**src/rtl/sbsram_pkg.sv**
```systemverilog
package sbsram_pkg;
  typedef enum logic [1:0] {
    CYC_IDLE   = 2'd0,
    CYC_LOAD_P = 2'd1,
    CYC_LOAD_C = 2'd2,
    CYC_CONT   = 2'd3
  } cyc_kind_t;
endpackage

```
**src/rtl/sbsram_ctrl.sv**
```systemverilog
module sbsram_ctrl
  import sbsram_pkg::*;
#(
  parameter int ADDR_W = 6,
  parameter int LANES  = 4
) (
  input  logic              clk,
  input  logic              rst_n,
  input  logic [ADDR_W-1:0] a,
  input  logic              cs1_n,
  input  logic              cs2,
  input  logic              cs3_n,
  input  logic              p_strobe_n,
  input  logic              c_strobe_n,
  input  logic              adv_n,
  input  logic              gwrite_n,
  input  logic              bwen_n,
  input  logic [LANES-1:0]  lane_wen_n,
  output logic [ADDR_W-1:0] acc_addr,
  output logic              access,
  output logic [LANES-1:0]  wr_lanes
);
  localparam int HI_W = ADDR_W - 2;

  logic              selected;
  logic              p_take;
  logic              strobe;
  logic [LANES-1:0]  req_lanes;
  logic [ADDR_W-1:0] cur_q;
  logic [ADDR_W-1:0] step_addr;
  logic              active_q;
  logic              fresh_q;
  cyc_kind_t         kind;

  assign selected = !cs1_n && cs2 && !cs3_n;
  assign p_take   = !p_strobe_n && !cs1_n;
  assign strobe   = p_take || !c_strobe_n;

  always_comb begin
    if (!gwrite_n)     req_lanes = '1;
    else if (!bwen_n)  req_lanes = ~lane_wen_n;
    else               req_lanes = '0;
  end

  always_comb begin
    if (fresh_q || adv_n) step_addr = cur_q;
    else                  step_addr = {cur_q[ADDR_W-1:2], cur_q[1:0] + 2'd1};
  end

  always_comb begin
    if (strobe && selected) kind = p_take ? CYC_LOAD_P : CYC_LOAD_C;
    else if (!strobe && active_q) kind = CYC_CONT;
    else kind = CYC_IDLE;
  end

  always_comb begin
    acc_addr = a;
    access   = 1'b0;
    wr_lanes = '0;
    unique case (kind)
      CYC_LOAD_P: begin
        access = 1'b1;
      end
      CYC_LOAD_C: begin
        access   = 1'b1;
        wr_lanes = req_lanes;
      end
      CYC_CONT: begin
        acc_addr = step_addr;
        access   = 1'b1;
        wr_lanes = req_lanes;
      end
      default: ;
    endcase
  end

  always_ff @(posedge clk or negedge rst_n) begin
    if (!rst_n) begin
      cur_q    <= '0;
      active_q <= 1'b0;
      fresh_q  <= 1'b0;
    end else if (strobe) begin
      active_q <= selected;
      fresh_q  <= selected && p_take;
      if (selected) cur_q <= a;
    end else if (active_q) begin
      cur_q   <= step_addr;
      fresh_q <= 1'b0;
    end
  end

  // a processor-strobe load never writes
  assert_adsp_nowrite_R3: assert property (@(posedge clk) disable iff (!rst_n)
    (!p_strobe_n && !cs1_n) |-> (wr_lanes == '0));

  // processor strobe with cs1_n high and no burst running does nothing
  assert_pstrobe_gated_R2: assert property (@(posedge clk) disable iff (!rst_n)
    (!p_strobe_n && cs1_n && c_strobe_n && !active_q) |-> !access);

  // a held burst keeps its address
  assert_suspend_hold_R7: assert property (@(posedge clk) disable iff (!rst_n)
    (kind == CYC_CONT && adv_n) |=> $stable(cur_q));

  // an advancing burst steps only the low two bits
  assert_wrap_step_R6: assert property (@(posedge clk) disable iff (!rst_n)
    (kind == CYC_CONT && !adv_n && !fresh_q) |=>
      (cur_q[ADDR_W-1:2] == $past(cur_q[ADDR_W-1:2]) &&
       cur_q[1:0] == $past(cur_q[1:0]) + 2'd1));

  // no access from a non-strobe cycle while idle
  assert_idle_noaccess_R11: assert property (@(posedge clk) disable iff (!rst_n)
    (!strobe && !active_q) |-> !access);

  logic unused_hi;
  assign unused_hi = ^HI_W;
endmodule

```
**src/rtl/sbsram_array.sv**
```systemverilog
module sbsram_array #(
  parameter int ADDR_W = 6,
  parameter int LANES  = 4,
  parameter int LANE_W = 9
) (
  input  logic                    clk,
  input  logic [ADDR_W-1:0]       acc_addr,
  input  logic [LANES-1:0]        wr_lanes,
  input  logic [LANES*LANE_W-1:0] d,
  output logic [LANES*LANE_W-1:0] rdata
);
  localparam int DEPTH = 1 << ADDR_W;

  for (genvar g = 0; g < LANES; g++) begin : g_lane
    logic [LANE_W-1:0] mem [DEPTH];

    always_ff @(posedge clk) begin
      if (wr_lanes[g]) mem[acc_addr] <= d[g*LANE_W +: LANE_W];
      rdata[g*LANE_W +: LANE_W] <= mem[acc_addr];
    end
  end
endmodule

```
**src/rtl/sbsram_rdpipe.sv**
```systemverilog
module sbsram_rdpipe #(
  parameter int DATA_W = 36
) (
  input  logic              clk,
  input  logic              rst_n,
  input  logic              rd_acc,
  input  logic [DATA_W-1:0] rdata,
  output logic              out_valid,
  output logic [DATA_W-1:0] out_data
);
  logic stage1_v;

  always_ff @(posedge clk or negedge rst_n) begin
    if (!rst_n) begin
      stage1_v  <= 1'b0;
      out_valid <= 1'b0;
    end else begin
      stage1_v  <= rd_acc;
      out_valid <= stage1_v;
    end
  end

  always_ff @(posedge clk) begin
    out_data <= rdata;
  end
endmodule

```
**src/rtl/sbsram_burst_top.sv**
```systemverilog
module sbsram_burst_top #(
  parameter int ADDR_W = 6,
  parameter int LANES  = 4,
  parameter int LANE_W = 9
) (
  input  logic                    clk,
  input  logic                    rst_n,
  input  logic [ADDR_W-1:0]       a,
  input  logic                    cs1_n,
  input  logic                    cs2,
  input  logic                    cs3_n,
  input  logic                    p_strobe_n,
  input  logic                    c_strobe_n,
  input  logic                    adv_n,
  input  logic                    gwrite_n,
  input  logic                    bwen_n,
  input  logic [LANES-1:0]        lane_wen_n,
  input  logic                    oe_n,
  input  logic [LANES*LANE_W-1:0] d,
  output logic [LANES*LANE_W-1:0] q,
  output logic                    q_en
);
  localparam int DATA_W = LANES * LANE_W;

  logic [ADDR_W-1:0] acc_addr;
  logic              access;
  logic [LANES-1:0]  wr_lanes;
  logic [DATA_W-1:0] rdata;
  logic              rd_acc;
  logic              wr_now;
  logic              out_valid;

  sbsram_ctrl #(.ADDR_W(ADDR_W), .LANES(LANES)) u_ctrl (
    .clk(clk), .rst_n(rst_n), .a(a),
    .cs1_n(cs1_n), .cs2(cs2), .cs3_n(cs3_n),
    .p_strobe_n(p_strobe_n), .c_strobe_n(c_strobe_n), .adv_n(adv_n),
    .gwrite_n(gwrite_n), .bwen_n(bwen_n), .lane_wen_n(lane_wen_n),
    .acc_addr(acc_addr), .access(access), .wr_lanes(wr_lanes)
  );

  sbsram_array #(.ADDR_W(ADDR_W), .LANES(LANES), .LANE_W(LANE_W)) u_array (
    .clk(clk), .acc_addr(acc_addr), .wr_lanes(wr_lanes), .d(d), .rdata(rdata)
  );

  assign wr_now = |wr_lanes;
  assign rd_acc = access && !wr_now;

  sbsram_rdpipe #(.DATA_W(DATA_W)) u_rdpipe (
    .clk(clk), .rst_n(rst_n), .rd_acc(rd_acc), .rdata(rdata),
    .out_valid(out_valid), .out_data(q)
  );

  assign q_en = out_valid && !oe_n && !wr_now;

  // a deselected controller strobe performs no access
  assert_desel_noaccess_R1: assert property (@(posedge clk) disable iff (!rst_n)
    (!c_strobe_n && !(!cs1_n && cs2 && !cs3_n)) |-> (!access && wr_lanes == '0));

  // output drive is off under oe_n high or an accepted write
  assert_oe_off_R10: assert property (@(posedge clk) disable iff (!rst_n)
    (oe_n || wr_now) |-> !q_en);

  // a driven output has a read access two cycles earlier
  assert_read_latency_R9: assert property (@(posedge clk) disable iff (!rst_n)
    q_en |-> $past(rd_acc, 2));
endmodule

```
**config.mk**
```make
export PLATFORM = sky130hd
export DESIGN_NAME = sbsram_burst_top
export DESIGN_NICKNAME = d
export VERILOG_FILES = /design/src/rtl/sbsram_pkg.sv /design/src/rtl/sbsram_ctrl.sv /design/src/rtl/sbsram_array.sv /design/src/rtl/sbsram_rdpipe.sv /design/src/rtl/sbsram_burst_top.sv
export SDC_FILE = /design/constraint.sdc
export NUM_CORES = 2
export LEC_CHECK = 0
export ABC_CLOCK_PERIOD_IN_PS = 4300
export BUFFER_PORTS_ARGS = -buffer_cell sky130_fd_sc_hd__buf_2
export CORE_UTILIZATION = 29
export DETAILED_ROUTE_END_ITERATION = 8
export MAX_ROUTING_LAYER = met4
export PLACE_DENSITY = 0.45
export SLEW_MARGIN = 20
export SYNTH_ARGS = -nofsm -noshare
export SYNTH_HDL_FRONTEND = slang
export SYNTH_HIERARCHICAL = 1
export SYNTH_SLANG_ARGS = --single-unit
```
**constraint.sdc**
```tcl
create_clock -name clk -period 4.3 [get_ports clk]
set_input_delay 1.29 -clock clk [delete_from_list [all_inputs] [get_ports clk]]
set_output_delay 1.29 -clock clk [all_outputs]
set_load 0.01 [all_outputs]
```
==> impl_table.tex <==
\begin{tabular}{lr}
\hline
Metric & Value \\
\hline
\multicolumn{2}{l}{\textbf{Critical path}} \\
\quad Critical Path Source Type & input port \\
\quad Launching point of the worst reg2reg path & u\_ctrl/fresh\_q \\
\quad Data arrival time of the critical path & 2880 ps \\
\quad Required @ worst endpoint & between 3000 and 4000 ps \\
\quad Worst setup path startpoint & c\_strobe\_n \\
\quad Path depth of the worst reg2reg path & 15 \\
\quad Minimum setup slack among reg-to-reg paths & roughly 290 ps \\
\quad CP peak stage delay & 330 ps \\
\quad Worst path most repeated cell & sky130\_fd\_sc\_hd\_\_buf\_2 \\
\quad Critical register-to-register path endpoint & u\_array/rdata[18] \\
\quad Cell Chain, Critical Path & buf\_2 > buf\_4 > mux2\_2 > a32o\_1 > and2\_2 > nor4\_4 > and3b\_1 > buf\_2 \\
\quad Capturing element of the worst setup path & q\_en \\
\quad Sort of element at the end of the critical path & primary output \\
\quad Crit path kind & input port to primary output \\
\quad Crit-path slowest cell & sky130\_fd\_sc\_hd\_\_mux2\_2 \\
\quad Largest fanout on the critical path & 5 \\
\multicolumn{2}{l}{\textbf{Power and ir drop}} \\
\quad Pwr per Cell Area & 472 nW/um\^{}2 \\
\quad Leakage power & approximately 0.037 uW \\
\quad Overall power consumption & roughly 53000 uW \\
\quad Peak supply drop & approximately 0.35 mV \\
\multicolumn{2}{l}{\textbf{GRT}} \\
\quad Total grt overflow & 0 \\
\quad First-pass GRT wire length & 435000 um \\
\quad Total Routing Usage GR & 0.202 \\
\quad Vias in the first global route & 54400 \\
\quad Antenna violations before repair & 41 \\
\quad Maximum number of pins on one net before global-route repair & 65 \\
\multicolumn{2}{l}{\textbf{Floorplanning}} \\
\quad Core box area & about 310000 um\^{}2 \\
\quad Area of the die & between 300000 and 400000 um\^{}2 \\
\quad Initial cell density of the core & 0.291 \\
\quad Die Y & 559 um \\
\quad Row count & $\sim$200 \\
\quad Total I/O pin count & 94 \\
\quad Die extent in x & roughly 560 um \\
\multicolumn{2}{l}{\textbf{Routing}} \\
\quad Number of detailed-route iterations in the first pass & 5 \\
\quad Drt total wl & $\sim$310000 um \\
\quad Post-detailed-route via-to-cell ratio & roughly 5.2 \\
\quad Wire per inst & roughly 29 um \\
\quad Total DRC errors in the routed layout & 0 \\
\quad Antenna Violating Nets Remaining & 0 \\
\quad Drt initial violations & 5305 \\
\quad Total via count in the routed design & 54800 \\
\multicolumn{2}{l}{\textbf{Yosys}} \\
\quad Post-synthesis area per instance & approximately 17 um\^{}2 \\
\quad Simple-gate portion of the synthesized area & 0.0389 \\
\quad Multiplexer area fraction after synthesis & 0.0420 \\
\quad Most frequently used flop master after synthesis & sky130\_fd\_sc\_hd\_\_edfxtp\_1 \\
\quad Dominant combinational cell family by area after synthesis & compound AO/OA/AOI/OAI gates \\
\quad Net count after synthesis & roughly 5300 \\
\quad Portion of the post-synthesis area used by sequential elements & 0.788 \\
\quad Share of async-settable or async-resettable flops after synthesis & 0.00419 \\
\quad Mapped Area & approximately 90000 um\^{}2 \\
\quad EDFF count, synth & approximately 2300 \\
\quad Number of distinct library cells after synthesis & 73 \\
\quad Library cell with the largest summed area after synthesis & sky130\_fd\_sc\_hd\_\_edfxtp\_1 \\
\quad Cell types occupying the most area after synthesis & sky130\_fd\_sc\_hd\_\_edfxtp\_1, sky130\_fd\_sc\_hd\_\_a221oi\_1, sky130\_fd\_sc\_hd\_\_nor2\_1, sky130\_fd\_sc\_hd\_\_a22oi\_1, sky130\_fd\_sc\_hd\_\_mux4\_2 \\
\quad Adder-cell share of the synthesized area & 0 \\
\quad Share of the synthesized area in the top cell type & 0.770 \\
\quad Flops \& latches, synth & $\sim$2400 \\
\quad Compound-cell area share of the yosys netlist & 0.110 \\
\quad Xor/xnor cell area share of the yosys netlist & 0.000195 \\
\quad Cell count after synthesis & 5196 \\
\quad Yosys warning count & 6 \\
\multicolumn{2}{l}{\textbf{Cells and area}} \\
\quad Fraction of layout cells with a size suffix above 1 & 0.263 \\
\quad Most frequent cells in the layout & sky130\_fd\_sc\_hd\_\_edfxtp\_1, sky130\_fd\_sc\_hd\_\_buf\_4, sky130\_fd\_sc\_hd\_\_a221oi\_1, sky130\_fd\_sc\_hd\_\_nor2\_1, sky130\_fd\_sc\_hd\_\_clkbuf\_16 \\
\quad Nets & $\sim$6300 \\
\quad Leading cell type in the layout, fill and taps excluded & sky130\_fd\_sc\_hd\_\_edfxtp\_1 \\
\quad Layout area overhead & 24.6\% \\
\quad Final Util & 0.363 \\
\multicolumn{2}{l}{\textbf{Min path}} \\
\quad Type of the most critical hold path & input port to async pin \\
\multicolumn{2}{l}{\textbf{Timing}} \\
\quad Tcrit/Tclk final & 0.969 \\
\quad Relative slew slack & 0.276 \\
\quad Total setup violations reported at the end of the flow & 0 \\
\quad Clock skew & roughly 44 ps \\
\quad Max Slew Vio Count & 0 \\
\quad Peak clock frequency supported by timing & 240 MHz \\
\quad Final Critical Period & approximately 4200 ps \\
\quad RSZ-0062 raised after global routing & no \\
\quad Number of hold violations in the final report & 0 \\
\quad Tightest Pin Transition & between 1000 and 1500 ps \\
\multicolumn{2}{l}{\textbf{Placed design}} \\
\quad I/O Buffers & slightly above 90 \\
\quad Placer Congestion & around 0.85 \\
\quad Detailed placement HPWL & between 200000 and 250000 um \\
\multicolumn{2}{l}{\textbf{Job}} \\
\quad Number of max-cap violations & 0 \\
\multicolumn{2}{l}{\textbf{Clock tree}} \\
\quad Total clock buffers created by CTS & between 200 and 300 \\
\quad Clock Tree Root & sky130\_fd\_sc\_hd\_\_clkbuf\_16 \\
\quad H-tree levels & 5 \\
\quad Clock transition at the registers of the reported paths & 60 ps \\
\quad Maximum clock insertion buffer count & 4 \\
\quad CTS tree & yes \\
\quad Clock latency reported for the late side of the worst-skew pair & approximately 880 ps \\
\quad Number of sinks on the clock net & 2386 \\
\multicolumn{2}{l}{\textbf{Run status}} \\
\quad Run status & completed \\
\hline
\end{tabular}
==> area by class of cell <==
| class | instances | area, um^2 |
|---|---|---|
| timing repair buffer | 1124 | 9970 |
| tap | 4120 | 5150 |
| sequential | 2386 | 70900 |
| clock inverter | 127 | 1300 |
| fill | 29000 | 197000 |
| multi-input combinational | 2409 | 17400 |
| inverter | 2 | 20.0 |
| clock buffer | 350 | 7210 |
| antenna | 41 | 103 |
==> synth_stat cells (68+ instances only) <==
master,count
sky130_fd_sc_hd__clkbuf_1,226
sky130_fd_sc_hd__buf_2,101
sky130_fd_sc_hd__nor2_1,536
sky130_fd_sc_hd__a21oi_1,101
sky130_fd_sc_hd__a221oi_1,596
sky130_fd_sc_hd__a22oi_1,205
sky130_fd_sc_hd__edfxtp_1,2304
sky130_fd_sc_hd__mux4_2,68
sky130_fd_sc_hd__o21ai_0,182
sky130_fd_sc_hd__dfxtp_1,72
sky130_fd_sc_hd__nand2_1,99
sky130_fd_sc_hd__o22ai_1,92
sky130_fd_sc_hd__mux2i_1,138
==> worst max-delay path, delay by kind of cell <==
kind / cells / cell delay, ps
AO/OA/AOI/OAI: 1 / 230
buffers and inverters: 3 / 330
multiplexers: 1 / 330
AND/OR/NAND/NOR: 3 / 690
==> logic make-up after synthesis <==
family | Yosys count
AND/OR/NAND/NOR | 812
flip-flops | 2386
multiplexers | 283
AO/OA/AOI/OAI | 1312
buffers and inverters | 401
XOR/XNOR | 2
==> how the worst min path moves through the flow <==
stage                                  from               endpoint  cells after the start
after floorplan            u_array/rdata[0]   u_rdpipe/out_data[0]                      0
after global placement    u_array/rdata[27]  u_rdpipe/out_data[27]                      0
after detailed placement  u_array/rdata[27]  u_rdpipe/out_data[27]                      0
after CTS                             rst_n         u_ctrl/fresh_q                      1
after global routing                  rst_n         u_ctrl/fresh_q                      1
final                                 rst_n         u_ctrl/fresh_q                      1
==> timing repair <==
item                                    4_1_cts  5_1_grt
resized for setup                             0        2
endpoints found under the setup margin        0        1
hold buffers                                  0        0
setup buffers                                 0        1
==> sequential cells by signal, summed over array words and instances (netlist names) <==
signal	flops
u_rdpipe/stage1_v	1
u_rdpipe/out_valid	1
u_ctrl/cur_q	6
u_rdpipe/out_data	36
u_array/g_lane.mem	2304
u_array/rdata	36
u_ctrl/active_q	1
u_ctrl/fresh_q	1
==> report_power, final <==
part | switching, uW | leakage [uW] | total [uW] | internal, uW
logic | 2870 | 0.0113 | 4450 | 1580
clock network | 9470 | 0.00415 | 22500 | 13100
registers | 255 | 0.0214 | 25900 | 25700
total | 12600 | 0.0369 | 52900 | 40300
==> metrics by stage <==
step	instance area, um^2	setup TNS (ps)	setup WS, ps	cells	hold slack, ps
2_1_floorplan	89900	0	41.7	5196	310
3_3_place_gp	103000	-86380	-718	10000	327
3_5_place_dp	103000	-109140	-741	10000	324
4_1_cts	112000	0	125	10500	225
5_1_grt	112000	0	12.0	10600	262
6_report	112000	0	133	10600	277
==> per-layer routing <==
metal	wire (um)	GRT usage	up-vias
met2	147000	0.321	1923
met5	0	-	-
met4	8970	0.0530	0
met1	136000	0.272	28900
met3	18800	0.0274	393
li1	-	-	23500
No activity file was read; power rests on OpenSTA's default activity.
